$ cat src/rtl/link_lock_pkg.sv
// Shared types for the link lock supervisor.
// Assumes: nothing beyond IEEE 1800-2017.
package link_lock_pkg;

    // Supervisor phases; pipeline enable is decoded from these.
    typedef enum logic [2:0] {
        ST_IDLE    = 3'd0,
        ST_CHECK   = 3'd1,
        ST_OFF     = 3'd2,
        ST_RESTART = 3'd3,
        ST_LOCKED  = 3'd4,
        ST_FAILED  = 3'd5
    } lk_state_t;

endpackage

$ cat src/rtl/link_lock_timer.sv
// Down-counting interval timer shared by all waiting phases.
// A load of value V gives V+1 cycles until expired is seen with the
// counter at zero; the caller loads N-1 to get an N-cycle phase.
// Assumes: load has priority over counting.
module link_lock_timer #(
    parameter int unsigned W = 8
) (
    input  logic         clk,
    input  logic         rst_n,
    input  logic         load,
    input  logic [W-1:0] load_val,
    output logic         expired
);

    logic [W-1:0] cnt;

    // Load a new interval or count down to zero and hold there.
    always_ff @(posedge clk) begin
        if (!rst_n) begin
            cnt <= '0;
        end else if (load) begin
            cnt <= load_val;
        end else if (cnt != '0) begin
            cnt <= cnt - 1'b1;
        end
    end

    assign expired = (cnt == '0);

endmodule

$ cat src/rtl/link_lock_retry_cnt.sv
// Restart counter for one session, cleared when a session is started.
// Assumes: the controller never increments past its own limit.
module link_lock_retry_cnt #(
    parameter int unsigned W = 2
) (
    input  logic         clk,
    input  logic         rst_n,
    input  logic         clr,
    input  logic         inc,
    output logic [W-1:0] count
);

    // Clear on a new session, step on each restart.
    always_ff @(posedge clk) begin
        if (!rst_n) begin
            count <= '0;
        end else if (clr) begin
            count <= '0;
        end else if (inc) begin
            count <= count + 1'b1;
        end
    end

endmodule

$ cat src/rtl/link_lock_fsm.sv
// Sequencing for the lock supervisor: window, off time, restart wait,
// and the two terminal outcomes. Outputs are decoded from the state
// register, so they change one cycle after the deciding sample.
// Assumes: all interval parameters are at least 1; the timer is loaded
// in the same cycle the state is entered.
module link_lock_fsm
    import link_lock_pkg::*;
#(
    parameter int unsigned LOCK_WAIT_CYC = 10,
    parameter int unsigned OFF_CYC       = 4,
    parameter int unsigned RESTART_CYC   = 8,
    parameter int unsigned MAX_RETRY     = 3,
    parameter int unsigned TW            = 4,
    parameter int unsigned CW            = 2
) (
    input  logic          clk,
    input  logic          rst_n,
    input  logic          start_req,
    input  logic          status_valid,
    input  logic          status_lock,
    input  logic          tmr_expired,
    input  logic [CW-1:0] attempt,
    output logic          tmr_load,
    output logic [TW-1:0] tmr_val,
    output logic          cnt_clr,
    output logic          cnt_inc,
    output logic          pipe_en,
    output logic          done,
    output logic          fail
);

    localparam logic [TW-1:0] WIN_LOAD = TW'(LOCK_WAIT_CYC - 1);
    localparam logic [TW-1:0] OFF_LOAD = TW'(OFF_CYC - 1);
    localparam logic [TW-1:0] RST_LOAD = TW'(RESTART_CYC - 1);
    localparam logic [CW-1:0] LAST_TRY = CW'(MAX_RETRY);

    lk_state_t st, st_nxt;
    logic      lock_seen;
    logic      idle_like;

    assign lock_seen = status_valid && status_lock;
    assign idle_like = (st == ST_IDLE) || (st == ST_LOCKED) || (st == ST_FAILED);

    // Choose the next phase and the timer/counter actions that go with it.
    always_comb begin
        st_nxt   = st;
        tmr_load = 1'b0;
        tmr_val  = '0;
        cnt_clr  = 1'b0;
        cnt_inc  = 1'b0;
        unique case (st)
            ST_IDLE, ST_LOCKED, ST_FAILED: begin
                if (start_req) begin
                    st_nxt   = ST_CHECK;
                    tmr_load = 1'b1;
                    tmr_val  = WIN_LOAD;
                    cnt_clr  = 1'b1;
                end
            end
            ST_CHECK: begin
                if (lock_seen) begin
                    st_nxt = ST_LOCKED;
                end else if (tmr_expired) begin
                    if (attempt == LAST_TRY) begin
                        st_nxt = ST_FAILED;
                    end else begin
                        st_nxt   = ST_OFF;
                        tmr_load = 1'b1;
                        tmr_val  = OFF_LOAD;
                        cnt_inc  = 1'b1;
                    end
                end
            end
            ST_OFF: begin
                if (tmr_expired) begin
                    st_nxt   = ST_RESTART;
                    tmr_load = 1'b1;
                    tmr_val  = RST_LOAD;
                end
            end
            ST_RESTART: begin
                if (tmr_expired) begin
                    st_nxt   = ST_CHECK;
                    tmr_load = 1'b1;
                    tmr_val  = WIN_LOAD;
                end
            end
            default: st_nxt = ST_IDLE;
        endcase
    end

    // Hold the current phase.
    always_ff @(posedge clk) begin
        if (!rst_n) begin
            st <= ST_IDLE;
        end else begin
            st <= st_nxt;
        end
    end

    assign pipe_en = (st == ST_CHECK) || (st == ST_RESTART) || (st == ST_LOCKED);
    assign done    = (st == ST_LOCKED);
    assign fail    = (st == ST_FAILED);

    // an accepted start enables the pipeline with a clean session.
    a_r2_start_clean: assert property (@(posedge clk) disable iff (!rst_n)
        (idle_like && start_req) |=> (pipe_en && !done && !fail && attempt == '0));

    // a valid lock inside the window completes the session.
    a_r3_lock_done: assert property (@(posedge clk) disable iff (!rst_n)
        (st == ST_CHECK && lock_seen) |=> (done && pipe_en && $stable(attempt)));

    // a timeout before the last try starts an off interval and counts it.
    a_r5_retry_step: assert property (@(posedge clk) disable iff (!rst_n)
        (st == ST_CHECK && !lock_seen && tmr_expired && attempt != LAST_TRY)
        |=> (!pipe_en && attempt == $past(attempt) + 1'b1));

    // the enable stays low until the off timer runs out.
    a_r5_off_low: assert property (@(posedge clk) disable iff (!rst_n)
        (st == ST_OFF && !tmr_expired) |=> !pipe_en);

    // status is ignored while the restart settles.
    a_r6_restart_ignore: assert property (@(posedge clk) disable iff (!rst_n)
        (st == ST_RESTART && !tmr_expired) |=> (!done && pipe_en));

    // a timeout on the last try is terminal.
    a_r7_give_up: assert property (@(posedge clk) disable iff (!rst_n)
        (st == ST_CHECK && !lock_seen && tmr_expired && attempt == LAST_TRY)
        |=> (fail && !pipe_en));

    // done holds until a new start arrives.
    a_r8_done_hold: assert property (@(posedge clk) disable iff (!rst_n)
        (done && !start_req) |=> done);

    // a start during a running session leaves the retry count alone.
    a_r10_busy_start: assert property (@(posedge clk) disable iff (!rst_n)
        (!idle_like && start_req && !(st == ST_CHECK && tmr_expired && !lock_seen))
        |=> $stable(attempt));

endmodule

$ cat src/rtl/link_lock_supervisor.sv
// Top of the lock supervisor: after a start, wait for a lock report,
// restart the pipeline on timeout, and give up after MAX_RETRY restarts.
// Assumes: status arrives as a sampled flag with a valid strobe; all
// interval parameters are in clock cycles and at least 1.
module link_lock_supervisor #(
    parameter int unsigned LOCK_WAIT_CYC = 10_000_000,
    parameter int unsigned RESTART_CYC   = 20_000_000,
    parameter int unsigned OFF_CYC       = 100_000,
    parameter int unsigned MAX_RETRY     = 3,
    localparam int unsigned CW           = $clog2(MAX_RETRY + 1)
) (
    input  logic          clk,
    input  logic          rst_n,
    input  logic          start_req,
    input  logic          status_valid,
    input  logic          status_lock,
    output logic          pipe_en,
    output logic          done,
    output logic          fail,
    output logic [CW-1:0] attempt
);

    localparam int unsigned MAX_AB = (LOCK_WAIT_CYC > OFF_CYC) ? LOCK_WAIT_CYC : OFF_CYC;
    localparam int unsigned MAX_T  = (MAX_AB > RESTART_CYC) ? MAX_AB : RESTART_CYC;
    localparam int unsigned TW     = $clog2(MAX_T + 1);

    logic          tmr_load;
    logic [TW-1:0] tmr_val;
    logic          tmr_expired;
    logic          cnt_clr;
    logic          cnt_inc;

    link_lock_timer #(.W(TW)) u_timer (
        .clk      (clk),
        .rst_n    (rst_n),
        .load     (tmr_load),
        .load_val (tmr_val),
        .expired  (tmr_expired)
    );

    link_lock_retry_cnt #(.W(CW)) u_retry (
        .clk   (clk),
        .rst_n (rst_n),
        .clr   (cnt_clr),
        .inc   (cnt_inc),
        .count (attempt)
    );

    link_lock_fsm #(
        .LOCK_WAIT_CYC (LOCK_WAIT_CYC),
        .OFF_CYC       (OFF_CYC),
        .RESTART_CYC   (RESTART_CYC),
        .MAX_RETRY     (MAX_RETRY),
        .TW            (TW),
        .CW            (CW)
    ) u_fsm (
        .clk          (clk),
        .rst_n        (rst_n),
        .start_req    (start_req),
        .status_valid (status_valid),
        .status_lock  (status_lock),
        .tmr_expired  (tmr_expired),
        .attempt      (attempt),
        .tmr_load     (tmr_load),
        .tmr_val      (tmr_val),
        .cnt_clr      (cnt_clr),
        .cnt_inc      (cnt_inc),
        .pipe_en      (pipe_en),
        .done         (done),
        .fail         (fail)
    );

    // outcomes are exclusive at the ports.
    a_r9_exclusive: assert property (@(posedge clk) disable iff (!rst_n)
        !(done && fail));

    // fail holds until a new start arrives.
    a_r9_fail_hold: assert property (@(posedge clk) disable iff (!rst_n)
        (fail && !start_req) |=> fail);

    // the retry count never exceeds its limit.
    a_r7_attempt_bound: assert property (@(posedge clk) disable iff (!rst_n)
        attempt <= CW'(MAX_RETRY));

endmodule

$ cat config.mk
export PLATFORM = sky130hd
export DESIGN_NAME = link_lock_supervisor
export DESIGN_NICKNAME = d
export VERILOG_FILES = /design/src/rtl/link_lock_pkg.sv /design/src/rtl/link_lock_timer.sv /design/src/rtl/link_lock_retry_cnt.sv /design/src/rtl/link_lock_fsm.sv /design/src/rtl/link_lock_supervisor.sv
export SDC_FILE = /design/constraint.sdc
export NUM_CORES = 1
export LEC_CHECK = 0
export BUFFER_PORTS_ARGS = -buffer_cell sky130_fd_sc_hd__buf_2
export CAP_MARGIN = 20
export CELL_PAD_IN_SITES_DETAIL_PLACEMENT = 0
export CELL_PAD_IN_SITES_GLOBAL_PLACEMENT = 1
export CORE_MARGIN = 8
export CORE_UTILIZATION = 45
export DETAILED_ROUTE_END_ITERATION = 6
export HOLD_SLACK_MARGIN = 0.15
export PLACE_DENSITY = 0.84
export SYNTH_ARGS = -nofsm -noshare
export SYNTH_HDL_FRONTEND = slang
export SYNTH_SLANG_ARGS = --single-unit
$ cat constraint.sdc
create_clock -name clk -period 3 [get_ports clk]
set_input_delay 0.3 -clock clk [delete_from_list [all_inputs] [get_ports clk]]
set_output_delay 0.3 -clock clk [all_outputs]
set_load 0.02 [all_outputs]
==> impl_metrics.tcl <==
set metrics [dict create \
    area_growth_pct 12.4 \
    grt_setup_unrepaired "false" \
    hold_ws_ns 0.307 \
    ant_nets 0 \
    register_area_sq_um 601 \
    place_congestion 0.966 \
    drive_gt1_frac 0.130 \
    status "finished clean" \
    final_util 0.521 \
    synth_area_leaders "dfxtp_1 36%, a21oi_1 6.3%, xnor2_1 6.3%, nor4_1 3.7%, nor2_1 3.6%" \
    syn-num-nets 202 \
    yosysMostFrequentCell "dfxtp_1" \
    p_seq_frac 0.415 \
    crit_path_top_delay_cell "nor4_1" \
    wl_per_cell_um 16.0 \
    ctsHoldBuffers 0 \
    slowest_delay_ns 0.63 \
    synth_enable_flop_cells 0 \
    io_pins 10 \
    post_cts_buffers 0 \
    cts_buffers 5 \
    grt-ovfl-total 0 \
    insertion_delay_ns 0.29 \
    synth_flop_cell "dfxtp_1" \
    p_switching_uw 367 \
    antenna_found_initial 0 \
    fin_crit_sh 0.852 \
    required_ns 3.22 \
    clk_path_buf_depth 2 \
    holdPathStages 2 \
    clkTransAtPathRegs_ns 0.07 \
    port_buffers 9 \
    grt_pass1_wl_mm 6.98 \
    cap_violations 0 \
    min_path_type "input pin to register" \
    finClkSkew_ns 0.00368 \
    core_area_sq_um 3610 \
    finalHoldViolCount 0 \
    cp_cell_sequence "nor4_1 -> nand4_1 -> nor2_1 -> o21ai_0 -> a21oi_1" \
    tns_ns 0 \
    r2r_end "u_timer.cnt[13]$_SDFFE_PN0P_" \
    worstMarginPinSlew_ns 0.802 \
    num_vias 1550 \
    avgSynthCellArea_sq_um 8.57 \
    die_w_um 77.0 \
    p_leak_uw 0.000685 \
    period_minus_slack_ns 2.56 \
    finalPower_uw 1150 \
    drt_iter0_markers 108 \
    yosysWarnings 0 \
    die-area_sq_um 5920 \
    min-delay-start "rst_n" \
    wl_mm 4.09 \
    synth.distinct_cells 46 \
    fmax_mhz 391 \
    grt_max_degree 14 \
    rows 22 \
    viasPerCell 6.05 \
    yosys.area.top_type_share 0.359 \
    root_buffer "clkbuf_8" \
    cts_sinks 30 \
    multiInputGateArea_sq_um 1020 \
    dp.final_hpwl_mm 3.03 \
    synth_common_cells "30 x dfxtp_1, 21 x a21oi_1, 16 x nor2_1, 12 x xnor2_1, 10 x nor4_1" \
    criticalPathCategory "register to register" \
    ir_drop_uv 384 \
    die_y_um 77.0 \
    syn_area_sq_um 1670 \
    crit_path_start_kind "register" \
    post_cts_resized 0 \
    setup_viol 0 \
    nFillCells 339 \
    reg2reg_from "u_timer.cnt[17]$_SDFFE_PN0P_" \
    worstRegToRegCells 5 \
    cp.arrival_ns 2.77 \
    final_max_slew_viol_count 0 \
    synth_seq_cells 30 \
    grt_pass1_vias 1520 \
    nNetsFinal 214 \
    synth-seq-area-share 0.359 \
    combPwrFrac 0.234 \
    grtUsageTotal 0.143 \
    r2r_setup_slack_ns 0.44 \
    htreeDepth 2 \
    cts_tree "done" \
    num_antenna_cells 0 \
    swShare 0.318 \
    power.share.clock 0.350 \
    powerDensity_nw_per_um2 615 \
    hold_end "u_fsm.st[2]$_SDFFE_PN0P_" \
    start_util 0.464 \
    worstPathMaxFanout 8 \
    async_reset_ff_frac 0 \
    drc 0 \
    syn_inst 195 \
    drt_pass1_iterations 4 \
    critPathCaptureType "register" \
    relSlewSlack 0.464 \
    post-synth-top-area-cell "dfxtp_1" \
    p_int_uw 788 \
]
==> power by group through the flow <==
stage | clock network (uW) | registers, uW | logic, uW
2_1_floorplan | 0 | 471 | 216
3_3_place_gp | 0 | 485 | 261
3_5_place_dp | 0 | 487 | 263
4_1_cts | 411 | 479 | 265
5_1_grt | 424 | 486 | 298
6_report | 405 | 480 | 270
==> layout make-up <==
cell class,instances,share of cell area
clock buffer,5,0.0366
sequential,30,0.320
multi-input combinational,153,0.542
tap,48,0.0320
timing repair buffer,13,0.0400
inverter,4,0.00799
clock inverter,3,0.0213
==> layout by cell type (no fill, tap or decap), types with 4 or more instances in the layout <==
master and count:
a21oi_1 21, a31oi_1 5, buf_2 9, buf_4 4, clkbuf_8 5, dfxtp_1 30, nand2_1 7, nand2b_1 4
nand3_1 6, nor2_1 16, nor3_1 6, nor3b_1 5, nor4_1 10, o21ai_1 7, o31a_1 4, or4_1 4
xnor2_1 12, xor2_1 5
==> flip-flops by register name, indices dropped and copies added, names as in the netlist <==
signal	flops
u_fsm.st	3
u_timer.cnt	25
u_retry.count	2
==> worst max path at each step <==
| stage | endpoint | cells past startpoint | startpoint |
|---|---|---|---|
| floorplan | u_timer.cnt[16]$_SDFFE_PN0P_ | 5 | u_timer.cnt[16]$_SDFFE_PN0P_ |
| global placement | u_timer.cnt[13]$_SDFFE_PN0P_ | 5 | u_timer.cnt[16]$_SDFFE_PN0P_ |
| detailed placement | u_timer.cnt[13]$_SDFFE_PN0P_ | 5 | u_timer.cnt[15]$_SDFFE_PN0P_ |
| CTS | u_timer.cnt[13]$_SDFFE_PN0P_ | 5 | u_timer.cnt[17]$_SDFFE_PN0P_ |
| global route | u_timer.cnt[21]$_SDFFE_PN0P_ | 5 | u_timer.cnt[16]$_SDFFE_PN0P_ |
| finish | u_timer.cnt[13]$_SDFFE_PN0P_ | 5 | u_timer.cnt[17]$_SDFFE_PN0P_ |
==> cells by family (layout without fill, tap and decap cells) <==
family	Yosys count	count (layout)	synth area share
AOI/OAI and AO/OA	58	58	0.230
xor gates and xnor gates	17	17	0.0891
adders and majority gates	2	2	0.0150
buffers and inverters	12	25	0.0314
DFF	30	30	0.359
muxes	1	1	0.00599
and+or+nand+nor	75	75	0.269
==> per-layer routing <==
| metal | GRT usage | vias to the layer above | part of all wire |
|---|---|---|---|
| met5 | 0 | - | 0 |
| met4 | 0.0635 | 0 | 0.019 |
| met3 | 0.0431 | 8 | 0.046 |
| met2 | 0.234 | 40 | 0.48 |
| met1 | 0.167 | 747 | 0.45 |
| li1 | - | 755 | - |
==> worst max-delay path, delay by kind of cell, from the launching register on <==
kind	cells	cell delay (ns)
and+or+nand+nor	3	1.61
AOI/OAI and AO/OA	2	0.52
DFF	1	0.35
==> through the flow <==
step | area [sq um] | worst slack (ns) | instances
2_1_floorplan | 1670 | 0.815 | 195
3_3_place_gp | 1760 | 0.678 | 247
3_5_place_dp | 1760 | 0.569 | 247
4_1_cts | 1870 | 0.501 | 255
5_1_grt | 1880 | 0.172 | 256
6_report | 1880 | 0.444 | 256
(Power assumes the default switching activity.)
